File: src/rtl/blkx_pkg.sv
package blkx_pkg;

  typedef enum logic [1:0] {
    ACC_LOAD  = 2'b00,
    ACC_STORE = 2'b01,
    ACC_FETCH = 2'b10,
    ACC_ALT   = 2'b11
  } acc_e;

  typedef struct packed {
    logic       r;
    logic       w;
    logic       x;
  } perm_t;

  // Stored upper word: only the fields used by the match are kept
  typedef struct packed {
    logic [3:0]  tag_hi;
    logic [10:0] tag_lo;
    logic [10:0] len;
    logic        sup_ok;
    logic        usr_ok;
  } ent_hi_t;

  // Stored lower word
  typedef struct packed {
    logic [3:0]  pbn_hi;
    logic [10:0] pbn_lo;
    logic [1:0]  prot;
  } ent_lo_t;

  function automatic ent_hi_t unpack_hi(input logic [31:0] w);
    ent_hi_t e;
    e.tag_hi = w[31:28];
    e.tag_lo = w[27:17];
    e.len    = w[12:2];
    e.sup_ok = w[1];
    e.usr_ok = w[0];
    return e;
  endfunction

  function automatic ent_lo_t unpack_lo(input logic [31:0] w);
    ent_lo_t e;
    e.pbn_hi = w[31:28];
    e.pbn_lo = w[27:17];
    e.prot   = w[1:0];
    return e;
  endfunction

  function automatic perm_t decode_prot(input logic [1:0] p);
    perm_t g;
    unique case (p)
      2'b00:   g = '{r: 1'b0, w: 1'b0, x: 1'b0};
      2'b10:   g = '{r: 1'b1, w: 1'b1, x: 1'b1};
      default: g = '{r: 1'b1, w: 1'b0, x: 1'b1};
    endcase
    return g;
  endfunction

endpackage

File: src/rtl/blkx_regfile.sv
module blkx_regfile
  import blkx_pkg::*;
#(
  parameter int ENTRIES = 4,
  localparam int IDX_W = (ENTRIES > 1) ? $clog2(ENTRIES) : 1
) (
  input  logic                    clk,
  input  logic                    rst_n,
  input  logic                    we,
  input  logic                    iset,
  input  logic [IDX_W-1:0]        idx,
  input  logic                    upper,
  input  logic [31:0]             wdata,
  output ent_hi_t [ENTRIES-1:0]   i_hi,
  output ent_lo_t [ENTRIES-1:0]   i_lo,
  output ent_hi_t [ENTRIES-1:0]   d_hi,
  output ent_lo_t [ENTRIES-1:0]   d_lo
);

  ent_hi_t wr_hi;
  ent_lo_t wr_lo;

  assign wr_hi = unpack_hi(wdata);
  assign wr_lo = unpack_lo(wdata);

  for (genvar e = 0; e < ENTRIES; e++) begin : g_ent
    logic sel;
    assign sel = we && (idx == IDX_W'(e));

    always_ff @(posedge clk) begin
      if (!rst_n) begin
        i_hi[e] <= '0;
        i_lo[e] <= '0;
        d_hi[e] <= '0;
        d_lo[e] <= '0;
      end else if (sel) begin
        if (iset && upper)   i_hi[e] <= wr_hi;
        if (iset && !upper)  i_lo[e] <= wr_lo;
        if (!iset && upper)  d_hi[e] <= wr_hi;
        if (!iset && !upper) d_lo[e] <= wr_lo;
      end
    end
  end

endmodule

File: src/rtl/blkx_entry_match.sv
module blkx_entry_match
  import blkx_pkg::*;
(
  input  ent_hi_t     hi,
  input  ent_lo_t     lo,
  input  logic [31:0] ea,
  input  logic        user,
  output logic        hit,
  output logic [31:0] pa,
  output perm_t       perm
);

  logic        priv_ok;
  logic [10:0] ea_mid;

  always_comb begin
    ea_mid  = ea[27:17];
    priv_ok = user ? hi.usr_ok : hi.sup_ok;
    hit     = priv_ok
              && (ea[31:28] == hi.tag_hi)
              && ((ea_mid & ~hi.len) == hi.tag_lo);
    pa      = {lo.pbn_hi, (ea_mid & hi.len) | lo.pbn_lo, ea[16:0]};
    perm    = decode_prot(lo.prot);
  end

endmodule

File: src/rtl/blkx_prio.sv
module blkx_prio
  import blkx_pkg::*;
#(
  parameter int ENTRIES = 4
) (
  input  logic [ENTRIES-1:0]        hit_v,
  input  logic [ENTRIES-1:0][31:0]  pa_v,
  input  perm_t [ENTRIES-1:0]       perm_v,
  output logic                      any,
  output logic [31:0]               pa,
  output perm_t                     perm
);

  always_comb begin
    any  = 1'b0;
    pa   = '0;
    perm = '0;
    for (int i = ENTRIES - 1; i >= 0; i--) begin
      if (hit_v[i]) begin
        any  = 1'b1;
        pa   = pa_v[i];
        perm = perm_v[i];
      end
    end
  end

endmodule

File: src/rtl/blk_xlate.sv
module blk_xlate
  import blkx_pkg::*;
#(
  parameter int ENTRIES = 4,
  localparam int IDX_W = (ENTRIES > 1) ? $clog2(ENTRIES) : 1
) (
  input  logic             clk,
  input  logic             rst_n,
  input  logic             cfg_we,
  input  logic             cfg_iset,
  input  logic [IDX_W-1:0] cfg_idx,
  input  logic             cfg_upper,
  input  logic [31:0]      cfg_wdata,
  input  logic             req_valid,
  output logic             req_ready,
  input  logic [31:0]      req_ea,
  input  logic [1:0]       req_kind,
  input  logic             req_user,
  output logic             rsp_valid,
  input  logic             rsp_ready,
  output logic             rsp_hit,
  output logic             rsp_fault,
  output logic [2:0]       rsp_perm,
  output logic [31:0]      rsp_pa
);

  ent_hi_t [ENTRIES-1:0] i_hi, d_hi, s_hi;
  ent_lo_t [ENTRIES-1:0] i_lo, d_lo, s_lo;

  blkx_regfile #(.ENTRIES(ENTRIES)) u_regs (
    .clk   (clk),
    .rst_n (rst_n),
    .we    (cfg_we),
    .iset  (cfg_iset),
    .idx   (cfg_idx),
    .upper (cfg_upper),
    .wdata (cfg_wdata),
    .i_hi  (i_hi),
    .i_lo  (i_lo),
    .d_hi  (d_hi),
    .d_lo  (d_lo)
  );

  acc_e kind;
  assign kind = acc_e'(req_kind);

  always_comb begin
    if (kind == ACC_FETCH) begin
      s_hi = i_hi;
      s_lo = i_lo;
    end else begin
      s_hi = d_hi;
      s_lo = d_lo;
    end
  end

  logic [ENTRIES-1:0]       hit_v;
  logic [ENTRIES-1:0][31:0] pa_v;
  perm_t [ENTRIES-1:0]      perm_v;

  for (genvar e = 0; e < ENTRIES; e++) begin : g_match
    blkx_entry_match u_match (
      .hi   (s_hi[e]),
      .lo   (s_lo[e]),
      .ea   (req_ea),
      .user (req_user),
      .hit  (hit_v[e]),
      .pa   (pa_v[e]),
      .perm (perm_v[e])
    );
  end

  logic        any_hit;
  logic [31:0] sel_pa;
  perm_t       sel_perm;

  blkx_prio #(.ENTRIES(ENTRIES)) u_prio (
    .hit_v  (hit_v),
    .pa_v   (pa_v),
    .perm_v (perm_v),
    .any    (any_hit),
    .pa     (sel_pa),
    .perm   (sel_perm)
  );

  logic deny;
  always_comb begin
    unique case (kind)
      ACC_STORE: deny = !sel_perm.w;
      ACC_FETCH: deny = !sel_perm.x;
      default:   deny = !sel_perm.r;
    endcase
  end

  logic accept;
  assign req_ready = !rsp_valid || rsp_ready;
  assign accept    = req_valid && req_ready;

  always_ff @(posedge clk) begin
    if (!rst_n) begin
      rsp_valid <= 1'b0;
      rsp_hit   <= 1'b0;
      rsp_fault <= 1'b0;
      rsp_perm  <= '0;
      rsp_pa    <= '0;
    end else if (accept) begin
      rsp_valid <= 1'b1;
      rsp_hit   <= any_hit;
      rsp_fault <= any_hit && deny;
      rsp_perm  <= sel_perm;
      rsp_pa    <= sel_pa;
    end else if (rsp_ready) begin
      rsp_valid <= 1'b0;
    end
  end

endmodule

File: config.mk
export PLATFORM = sky130hd
export DESIGN_NAME = blk_xlate
export DESIGN_NICKNAME = d
export VERILOG_FILES = /design/src/rtl/blkx_pkg.sv /design/src/rtl/blkx_regfile.sv /design/src/rtl/blkx_entry_match.sv /design/src/rtl/blkx_prio.sv /design/src/rtl/blk_xlate.sv
export SDC_FILE = /design/constraint.sdc
export NUM_CORES = 1
export LEC_CHECK = 0
export BUFFER_PORTS_ARGS = -buffer_cell sky130_fd_sc_hd__buf_2
export CORE_MARGIN = 2
export CORE_UTILIZATION = 40
export DETAILED_ROUTE_END_ITERATION = 6
export PLACE_DENSITY = 0.61
export SLEW_MARGIN = 20
export SYNTH_ARGS = -nofsm -noshare
export SYNTH_HDL_FRONTEND = slang
export SYNTH_SLANG_ARGS = --single-unit
File: constraint.sdc
create_clock -name clk -period 4.7 [get_ports clk]
set_clock_uncertainty 0.1 [all_clocks]
set_input_delay 0.235 -clock clk [delete_from_list [all_inputs] [get_ports clk]]
set_output_delay 0.235 -clock clk [all_outputs]
set_load 0.005 [all_outputs]
==> impl_metrics.tcl, run 1 <==
set metrics [dict create \
    avgRoutedWirePerCell_microns 20.66 \
    clockRootBuffer "clkbuf_16" \
    drtAntennaViolNets 0 \
    synth_edf_count 0 \
    ys_top_cells_by_area "dfxtp_1 41%, nand2_1 19%, a21boi_0 14%, xnor2_1 3.6%, clkbuf_1 3.3%" \
    avgSynthCellArea_sq_um 7.555 \
    outcome "finished, final reports clean" \
    cts_inserted_buffers 43 \
    synth_seq_cells 397 \
    async_flop_share_pct 0 \
    tns_ps 0 \
    final_cells 3220 \
    core_sq_um 47750 \
    switchingPower_uw 1865 \
    detail_route.first_pass.iterations 6 \
    yosys.area.top_type "dfxtp_1" \
    synth.net_count 2637 \
    area_growth_pct 13.28 \
    fin_crit_sh_pct 74.87 \
    yosysTopAreaCellShare_pct 41.08 \
    ys_types 64 \
    whs_ps 45.28 \
    peakVddDrop_uv 203.2 \
    yosysMostFrequentCell "nand2_1" \
    setup_viol 0 \
    worstPathRequired_ps 5100 \
    cts.sinks 397 \
    io_buffers 110 \
    leakage_uw 0.007552 \
    finalNetCount 2650 \
    hold_viol 0 \
    antenna_found_initial 7 \
    rsz0062_at_grt "no" \
    die_h_microns 223.9 \
    drc 0 \
    intPower_uw 5585 \
    grt_usage_pct 26.13 \
    maxCapViolations 0 \
    grt_pass1_wl_microns 99480 \
    swShare_pct 25.03 \
    die_w_microns 223.9 \
    period_needed_ps 3519 \
    synth_area_sq_um 19350 \
    vias_per_cell 5.469 \
    drive_gt1_share_pct 9.985 \
    path_clk_slew_ps 60 \
    yosysWarnings 0 \
    worst_skew_pair.late_latency_ps 580 \
    gp_congestion 0.8996 \
    worstSetupStartpointType "flip-flop" \
    htree_num_levels 2 \
    io_pins 115 \
    syn_inst 2561 \
    num_rows 80 \
    relSlewSlack_pct 28.64 \
    die_area_sq_um 50140 \
    slew_violations 0 \
    grt_pass1_vias 16310 \
    clockBufferDepth 3 \
    p_comb_share_pct 8.5 \
    routed_wirelength_microns 66540 \
    hpwlAfterDp_microns 43200 \
    clock.fmax_mhz 284.2 \
    vias 17610 \
    cts_tree "yes" \
    synth_common_cells "978 x nand2_1, 397 x dfxtp_1, 362 x a21boi_0" \
    drtIter0Drc 1810 \
    seq_power_share_pct 46.2 \
    seq_area_frac_synth_pct 41.08 \
    path_class "reg -> reg" \
    start_util_pct 40.52 \
    post-place-cells 3114 \
    grt_start_max_net_pins 206 \
    synthFlopType "dfxtp_1" \
    fill_cells 4664 \
    tightest_slew_ps 1068 \
    p_per_area_nw_per_um2 339.9 \
    worst_setup_path_end_kind "flip-flop" \
    worstHoldPathType "in -> reg" \
    grt_overflow 0 \
    worstPathMaxFanout 18 \
    crit_arrival_ps 3910 \
    power_frac_clock_pct 45.3 \
]
[sequential cells by signal (all words and copies together) (netlist names)]
register	flops
rsp_perm	2
rsp_valid	1
u_regs.i_hi	112
u_regs.d_lo	68
rsp_hit	1
rsp_fault	1
u_regs.d_hi	112
u_regs.i_lo	68
rsp_pa	32
[cell families after synthesis]
logic type	Yosys count	share of synthesized area, %
XOR/XNOR	91	4.119
buffers and inverters	218	4.462
AO/OA/AOI/OAI	541	20.51
multiplexers	34	1.837
flip-flops	397	41.08
AND/OR/NAND/NOR	1280	27.99
[routing by layer]
layer | track usage, % | wire (microns)
met4 | 12.90 | 3307
met5 | 0 | 49
met1 | 34.44 | 28330
met2 | 41.19 | 29830
met3 | 4.722 | 5023
[path summary, 6_finish.rpt]
| kind | to | from | slack (ps) | depth (start not counted) |
|---|---|---|---|---|
| worst max-delay path | rsp_pa[1] | u_regs.i_hi[10] | 1180 | 9 |
| worst min-delay path | u_regs.i_hi[18] | cfg_wdata[22] | 50 | 3 |
| worst max register to register | rsp_pa[1] | u_regs.i_hi[10] | 1180 | 9 |
| worst min register to register | u_regs.d_lo[39] | u_regs.d_lo[39] | 360 | 2 |
[power by group through the flow]
stage	combinational, uW	clock [uW]	sequential (uW)
global placement	594	0	3520
CTS	623	3420	3440
detailed placement	602	0	3520
global route	676	3550	3450
floorplan	381	0	3510
finish	634	3370	3440
[critical path, cell delays in order (launching register included)]
cell and delay, ps:
dfxtp_1 330, and3b_1 190, a211oi_1 330, nor2_1 90
or4_1 580, or3b_1 410, o32a_1 410, a31oi_4 670
a22oi_1 160, nor2b_1 160
[layout by cell type, fill, tap and decap left out, drive strengths merged, types with 31 or more instances in the layout]
cell,synthesis,final
dfxtp,397,397
mux2i,31,31
o21ai,31,31
buf,26,143
a21boi,362,362
nand3,44,44
nand2,978,978
xnor2,80,80
clkbuf,179,65
nor2,57,57
a21oi,45,45
nor2b,87,87
[per-stage QoR]
stage	setup WS, ps	instance area [sq um]	total power [uW]	util (%)
after floorplan	1893	19350	3890	-
after global placement	958.3	20200	4109	42.30
after detailed placement	867.9	20210	4119	42.32
after CTS	1187	21900	7486	45.86
after global routing	1057	21910	7677	45.90
final	1181	21920	7449	45.90
[layout make-up]
cell class	count	area (sq um)	share of cell area, %
flip-flops and latches	397	7948	36.26
inverters	13	48.80	0.2227
clock inverters	10	90.09	0.4111
multi-input cells	1946	10620	48.48
repair buffers	173	1134	5.172
diodes	1	2.502	0.01142
clock buffers	65	1300	5.932
well taps	615	769.5	3.511
[timing repair]
| action | CTS | global route |
|---|---|---|
| hold buffers | 30 | 0 |
| endpoints found under the setup margin | 0 | 0 |
| hold endpoints to repair | 106 | 0 |
| setup buffers | 0 | 0 |
| resized for setup | 0 | 0 |
(Power assumes the default switching activity.)
==> inputs of run 2 (changes only) <==
--- a/config.mk
+++ b/config.mk
@@ -9,7 +9,7 @@
 export CORE_MARGIN = 2
 export CORE_UTILIZATION = 40
 export DETAILED_ROUTE_END_ITERATION = 6
-export PLACE_DENSITY = 0.61
+export PLACE_DENSITY = 0.63
 export SLEW_MARGIN = 20
 export SYNTH_ARGS = -nofsm -noshare
 export SYNTH_HDL_FRONTEND = slang
==> constraint.sdc (replaced) <==
create_clock -name clk -period 2.9 [get_ports clk]
set_clock_uncertainty 0.1 [all_clocks]
set_input_delay 0.145 -clock clk [delete_from_list [all_inputs] [get_ports clk]]
set_output_delay 0.145 -clock clk [all_outputs]
set_load 0.005 [all_outputs]
==> run 2 against run 1 <==
The flow now finishes with violations (negative setup slack). Sequential power increased by 62%. First-iteration DRC count rose by 0.50%. Count of clock-buffer cells in the layout shrank 1. Clock power rose by 79%. Worst hold slack got worse by 16 ps. Register-to-register slack lost 1200 ps. Non-clock buffer count grew 85. Global-route usage rose by 0.87 points. Utilization up 2.1 points. Routed wire length grew 4.1%. Maximum frequency is 21% higher. Critical endpoint is now rsp_pa[14]. Largest cell class unchanged.
==> impl_metrics.tcl, run 2 (synthesis results as in run 1) <==
set metrics [dict create \
    grt_start_max_net_pins 113 \
    die_area_sq_um 50140 \
    drtIter0Drc 1819 \
    cts.sinks 397 \
    worstPathRequired_ps 3320 \
    placed_area_sq_um 20770 \
    grt_usage_pct 27.00 \
    tightest_slew_ps 797.7 \
    layout_common_cells "978 x nand2_1, 397 x dfxtp_1, 362 x a21boi_0" \
    maxCapViolations 0 \
    worstSetupStartpointType "flip-flop" \
    violations "negative setup slack" \
    die_h_microns 223.9 \
    p_comb_share_pct 8.7 \
    clock.fmax_mhz 343.5 \
    area_growth_pct 18.35 \
    fin_crit_sh_pct 100.4 \
    fill_cells 4553 \
    start_util_pct 40.52 \
    worstPathMaxFanout 5 \
    clockBufferDepth 3 \
    slew_violations 0 \
    leakage_uw 0.008054 \
    io_pins 115 \
    num_rows 80 \
    cts_tree "yes" \
    cts_inserted_buffers 44 \
    highest_layer "met5" \
    vias_per_cell 5.505 \
    layout_commonest_cell "nand2_1" \
    power_frac_clock_pct 47.4 \
    reg_top3 "u_regs.d_hi x112, u_regs.i_hi x112" \
    worst_setup_path_end_kind "flip-flop" \
    vias 18220 \
    setup_viol 3 \
    power_uw 12720 \
    p_per_area_nw_per_um2 555.4 \
    grt_pass1_wl_microns 102900 \
    detail_route.first_pass.iterations 7 \
    whs_ps 29.32 \
    swShare_pct 24.68 \
    outcome "finished, violations left" \
    wl_met2_microns 30440 \
    drive_gt1_share_pct 12.73 \
    grt_pass1_vias 16870 \
    worst_skew_pair.late_latency_ps 590 \
    grt_overflow 0 \
    num_antenna_cells 0 \
    finalNetCount 2736 \
    period_needed_ps 2911 \
    core_sq_um 47750 \
    path_class "reg -> reg" \
    drtAntennaViolNets 0 \
    seq_power_share_pct 43.9 \
    htree_num_levels 2 \
    final_area_sq_um 22900 \
    relSlewSlack_pct 46.69 \
    worstHoldPathType "in -> reg" \
    wl_met1_microns 29240 \
    gp_congestion 0.9358 \
    switchingPower_uw 3139 \
    clockRootBuffer "clkbuf_16" \
    rsz0062_at_grt "yes" \
    routed_wirelength_microns 69270 \
    io_buffers 110 \
    crit_arrival_ps 3330 \
    utilization_pct 47.96 \
    die_w_microns 223.9 \
    avgRoutedWirePerCell_microns 20.93 \
    met3_length_microns 5495 \
    intPower_uw 9578 \
    worst_slack_ps -11.24 \
    drc 0 \
    hpwlAfterDp_microns 46380 \
    r2r_setup_slack_ps -10 \
    peakVddDrop_uv 355.7 \
    antenna_found_initial 7 \
    hold_viol 0 \
    path_clk_slew_ps 60 \
]
[run 2: path summary, 6_finish.rpt]
path,from,to,cells past startpoint
min reg2reg,u_regs.i_lo[53],u_regs.i_lo[53],2
max,u_regs.i_hi[10],rsp_pa[14],11
max reg2reg,u_regs.i_hi[10],rsp_pa[14],11
min,cfg_wdata[21],u_regs.i_lo[23],3
[run 2: what timing repair did]
item                                    CTS  global route
endpoints found under the setup margin   21            30
hold endpoints to repair                350             0
cloned                                    0             2
setup buffers                             0             1
hold buffers                             46             0
resized for setup                         4             9
pin swaps                                 0             3
[run 2: cell type report]
type | count | area, sq um | share of cell area [%]
multi-input combinational | 1946 | 10660 | 46.54
sequential | 397 | 7948 | 34.71
timing repair buffer | 258 | 1921 | 8.388
clock buffer | 64 | 1296 | 5.661
tap | 615 | 769.5 | 3.361
clock inverter | 16 | 257.7 | 1.126
inverter | 13 | 48.80 | 0.2131
[run 2: per-stage QoR]
stage / setup WS (ps) / TNS, ps / cells
final: -11.24 / -21.84 / 3309
after CTS: -1.728 / -1.754 / 3306
after global routing: -123.0 / -1303 / 3309
after detailed placement: -178.9 / -1040 / 3180
after floorplan: 141.8 / 0 / 2561
after global placement: -89.28 / -333.2 / 3180
[run 2: per-layer routing]
layer | vias up | track usage [%]
met5 | - | 0
met3 | 158 | 4.984
met4 | 14 | 14.75
met2 | 766 | 41.82
li1 | 8632 | -
met1 | 8646 | 35.58
[run 2: power by group through the flow]
stage	combinational (uW)	sequential [uW]	clock (uW)
final	1110	5580	6020
after global routing	1180	5590	6300
after CTS	1090	5580	6110
after detailed placement	1030	5700	0
after global placement	1020	5700	0
after floorplan	617	5690	0
[run 2: worst max-delay path: stages (launching register included)]
cell	delay [ps]
dfxtp_1	310
and3b_1	200
a211oi_2	180
nor2_1	70
or4_1	550
or3b_1	390
o32a_1	360
a31oi_4	230
buf_12	160
clkbuf_16	140
a22oi_2	50
nor2b_2	120
==> inputs of run 3 (changes only) <==
==> constraint.sdc (replaced) <==
create_clock -name clk -period 2.9 [get_ports clk]
set_clock_uncertainty 0.1 [all_clocks]
set_input_delay 0.145 -clock clk [delete_from_list [all_inputs] [get_ports clk]]
set_output_delay 0.145 -clock clk [all_outputs]
set_load 0.1 [all_outputs]
==> run 3 against run 2 <==
The run still ends with negative setup slack left. Worst hold slack improved by 1.3 ps. Sequential share of layout area shrank 0.063 points. Setup slack got worse by 3.0 ps. Combinational power is 11% higher. Critical endpoint is now rsp_pa[12].
==> impl_metrics.tcl, run 3 (synthesis results as in run 1) <==
set metrics [dict create \
    rr_startpoint "u_regs.d_hi[15]" \
    period_needed_ps 2914 \
    drc 0 \
    tightest_slew_ps 986.5 \
    r2r_cells 10 \
    detail_route.first_pass.iterations 7 \
    power_frac_clock_pct 46.3 \
    cts.sinks 397 \
    grt_start_max_net_pins 97 \
    worstHoldPathType "in -> reg" \
    hold_end "u_regs.i_lo[20]" \
    cts_tree "yes" \
    worst_slack_ps -14.21 \
    start_util_pct 40.52 \
    hpwlAfterDp_microns 48030 \
    vias 18460 \
    drive_gt1_share_pct 13.32 \
    grt_usage_pct 28.40 \
    num_rows 80 \
    path_class "reg -> reg" \
    area_growth_pct 18.58 \
    worst_skew_pair.late_latency_ps 590 \
    die_area_sq_um 50140 \
    swShare_pct 26.01 \
    worstPathRequired_ps 3320 \
    io_buffers 110 \
    layout_common_cells "978 x nand2_1, 396 x dfxtp_1, 362 x a21boi_0" \
    p_per_area_nw_per_um2 553.0 \
    reg_top3 "u_regs.d_hi x112, u_regs.i_hi x112" \
    hold_viol 0 \
    avgRoutedWirePerCell_microns 21.74 \
    die_h_microns 223.9 \
    outcome "finished, violations left" \
    clock.fmax_mhz 343.1 \
    finalNetCount 2742 \
    clockBufferDepth 3 \
    drtAntennaViolNets 0 \
    worstHoldStart "cfg_wdata[18]" \
    cts_inserted_buffers 45 \
    p_comb_share_pct 9.7 \
    clockRootBuffer "clkbuf_16" \
    hold_depth 3 \
    switchingPower_uw 3300 \
    slew_violations 0 \
    routed_wirelength_microns 72150 \
    dp_slack_ps -178.7 \
    grt_pass1_wl_microns 107600 \
    crit_arrival_ps 3330 \
    layout_commonest_cell "nand2_1" \
    grt_overflow 0 \
    rsz0062_at_grt "yes" \
    io_pins 115 \
    worst_setup_path_end_kind "flip-flop" \
    die_w_microns 223.9 \
    core_sq_um 47750 \
    htree_num_levels 2 \
    power_uw 12690 \
    fin_crit_sh_pct 100.5 \
    gp_congestion 0.9375 \
    peakVddDrop_uv 391.2 \
    fill_cells 4578 \
    grt_pass1_vias 17220 \
    relSlewSlack_pct 34.07 \
    seq_power_share_pct 44.0 \
    maxCapViolations 0 \
    leakage_uw 0.008065 \
    path_clk_slew_ps 60 \
    setup_viol 8 \
    antenna_found_initial 2 \
    vias_per_cell 5.561 \
    regToRegEndpoint "rsp_pa[12]" \
    drtIter0Drc 1995 \
    r2r_setup_slack_ps -10 \
    worstPathMaxFanout 9 \
    violations "negative setup slack" \
    intPower_uw 9388 \
    worstSetupStartpointType "flip-flop" \
]
[run 3: cell types whose count changed in the layout (fill, tap and decap cells not counted), sizes merged]
cell	delta
clkbuf	+4
buf	+3
clkinv	+4
clkinvlp	+2
inv	-1
diode	+1
dlygate4sd3	+1
bufinv	-4
[run 3: worst max path at each step]
stage,startpoint,endpoint,slack [ps],depth (start not counted)
finish,u_regs.d_hi[15],rsp_pa[12],-10,10
floorplan,u_regs.i_hi[10],rsp_pa[10],100,10
global route,u_regs.d_hi[24],rsp_pa[12],-70,10
detailed placement,req_kind[0],rsp_pa[29],-180,11
global placement,u_regs.i_hi[10],rsp_perm[0],-130,11
CTS,u_regs.i_hi[10],rsp_pa[5],-3,10
[run 3: timing repair]
action	in CTS	in global routing
hold endpoints to repair	359	0
setup endpoints to repair	24	33
buffers inserted	0	3
gates resized for setup	5	20
gates cloned	0	2
hold buffers	47	0
pin swaps	0	8
[run 3: power by group through the flow]
stage | combinational, uW | sequential, uW | clock [uW]
after floorplan | 622 | 5780 | 0
after global placement | 1120 | 5700 | 0
after detailed placement | 1140 | 5700 | 0
after CTS | 1190 | 5580 | 5930
after global routing | 1290 | 5590 | 6140
final | 1230 | 5580 | 5880
[run 3: cell type report]
type | instances | area (sq um) | share of cell area, %
antenna | 1 | 2.502 | 0.01091
clock buffer | 67 | 1371 | 5.977
clock inverter | 17 | 152.6 | 0.6654
inverter | 13 | 48.80 | 0.2127
multi-input combinational | 1946 | 10720 | 46.73
sequential | 397 | 7949 | 34.65
tap | 615 | 769.5 | 3.354
timing repair buffer | 263 | 1928 | 8.404
[run 3: critical path: stages, from the launching register on]
cell and delay [ps]:
dfxtp_1 420, xor2_1 190, nor2_1 70, or4_4 550, or3b_4 420, o32a_1 410, a31oi_4 200, buf_12 160
clkbuf_16 160, a22oi_2 60, nor2b_2 110
[run 3: metal layers]
metal	vias up	share of wire, %	track usage [%]
li1	8639	-	-
met1	8891	45	40.11
met2	797	43	42.97
met3	130	7.6	3.489
met4	0	4.7	13.57
met5	-	0	0
[run 3: per-stage QoR]
stage | util (%) | instances | instance area (sq um) | TNS, ps | hold slack [ps]
after floorplan | - | 2561 | 19350 | 0 | 183.9
after global placement | 43.43 | 3182 | 20730 | -1266 | 305.5
after detailed placement | 43.43 | 3182 | 20730 | -1715 | 310.6
after CTS | 47.64 | 3313 | 22750 | -4.599 | 5.271
after global routing | 48.05 | 3319 | 22940 | -1029 | 33.13
final | 48.05 | 3319 | 22940 | -58.61 | 30.62
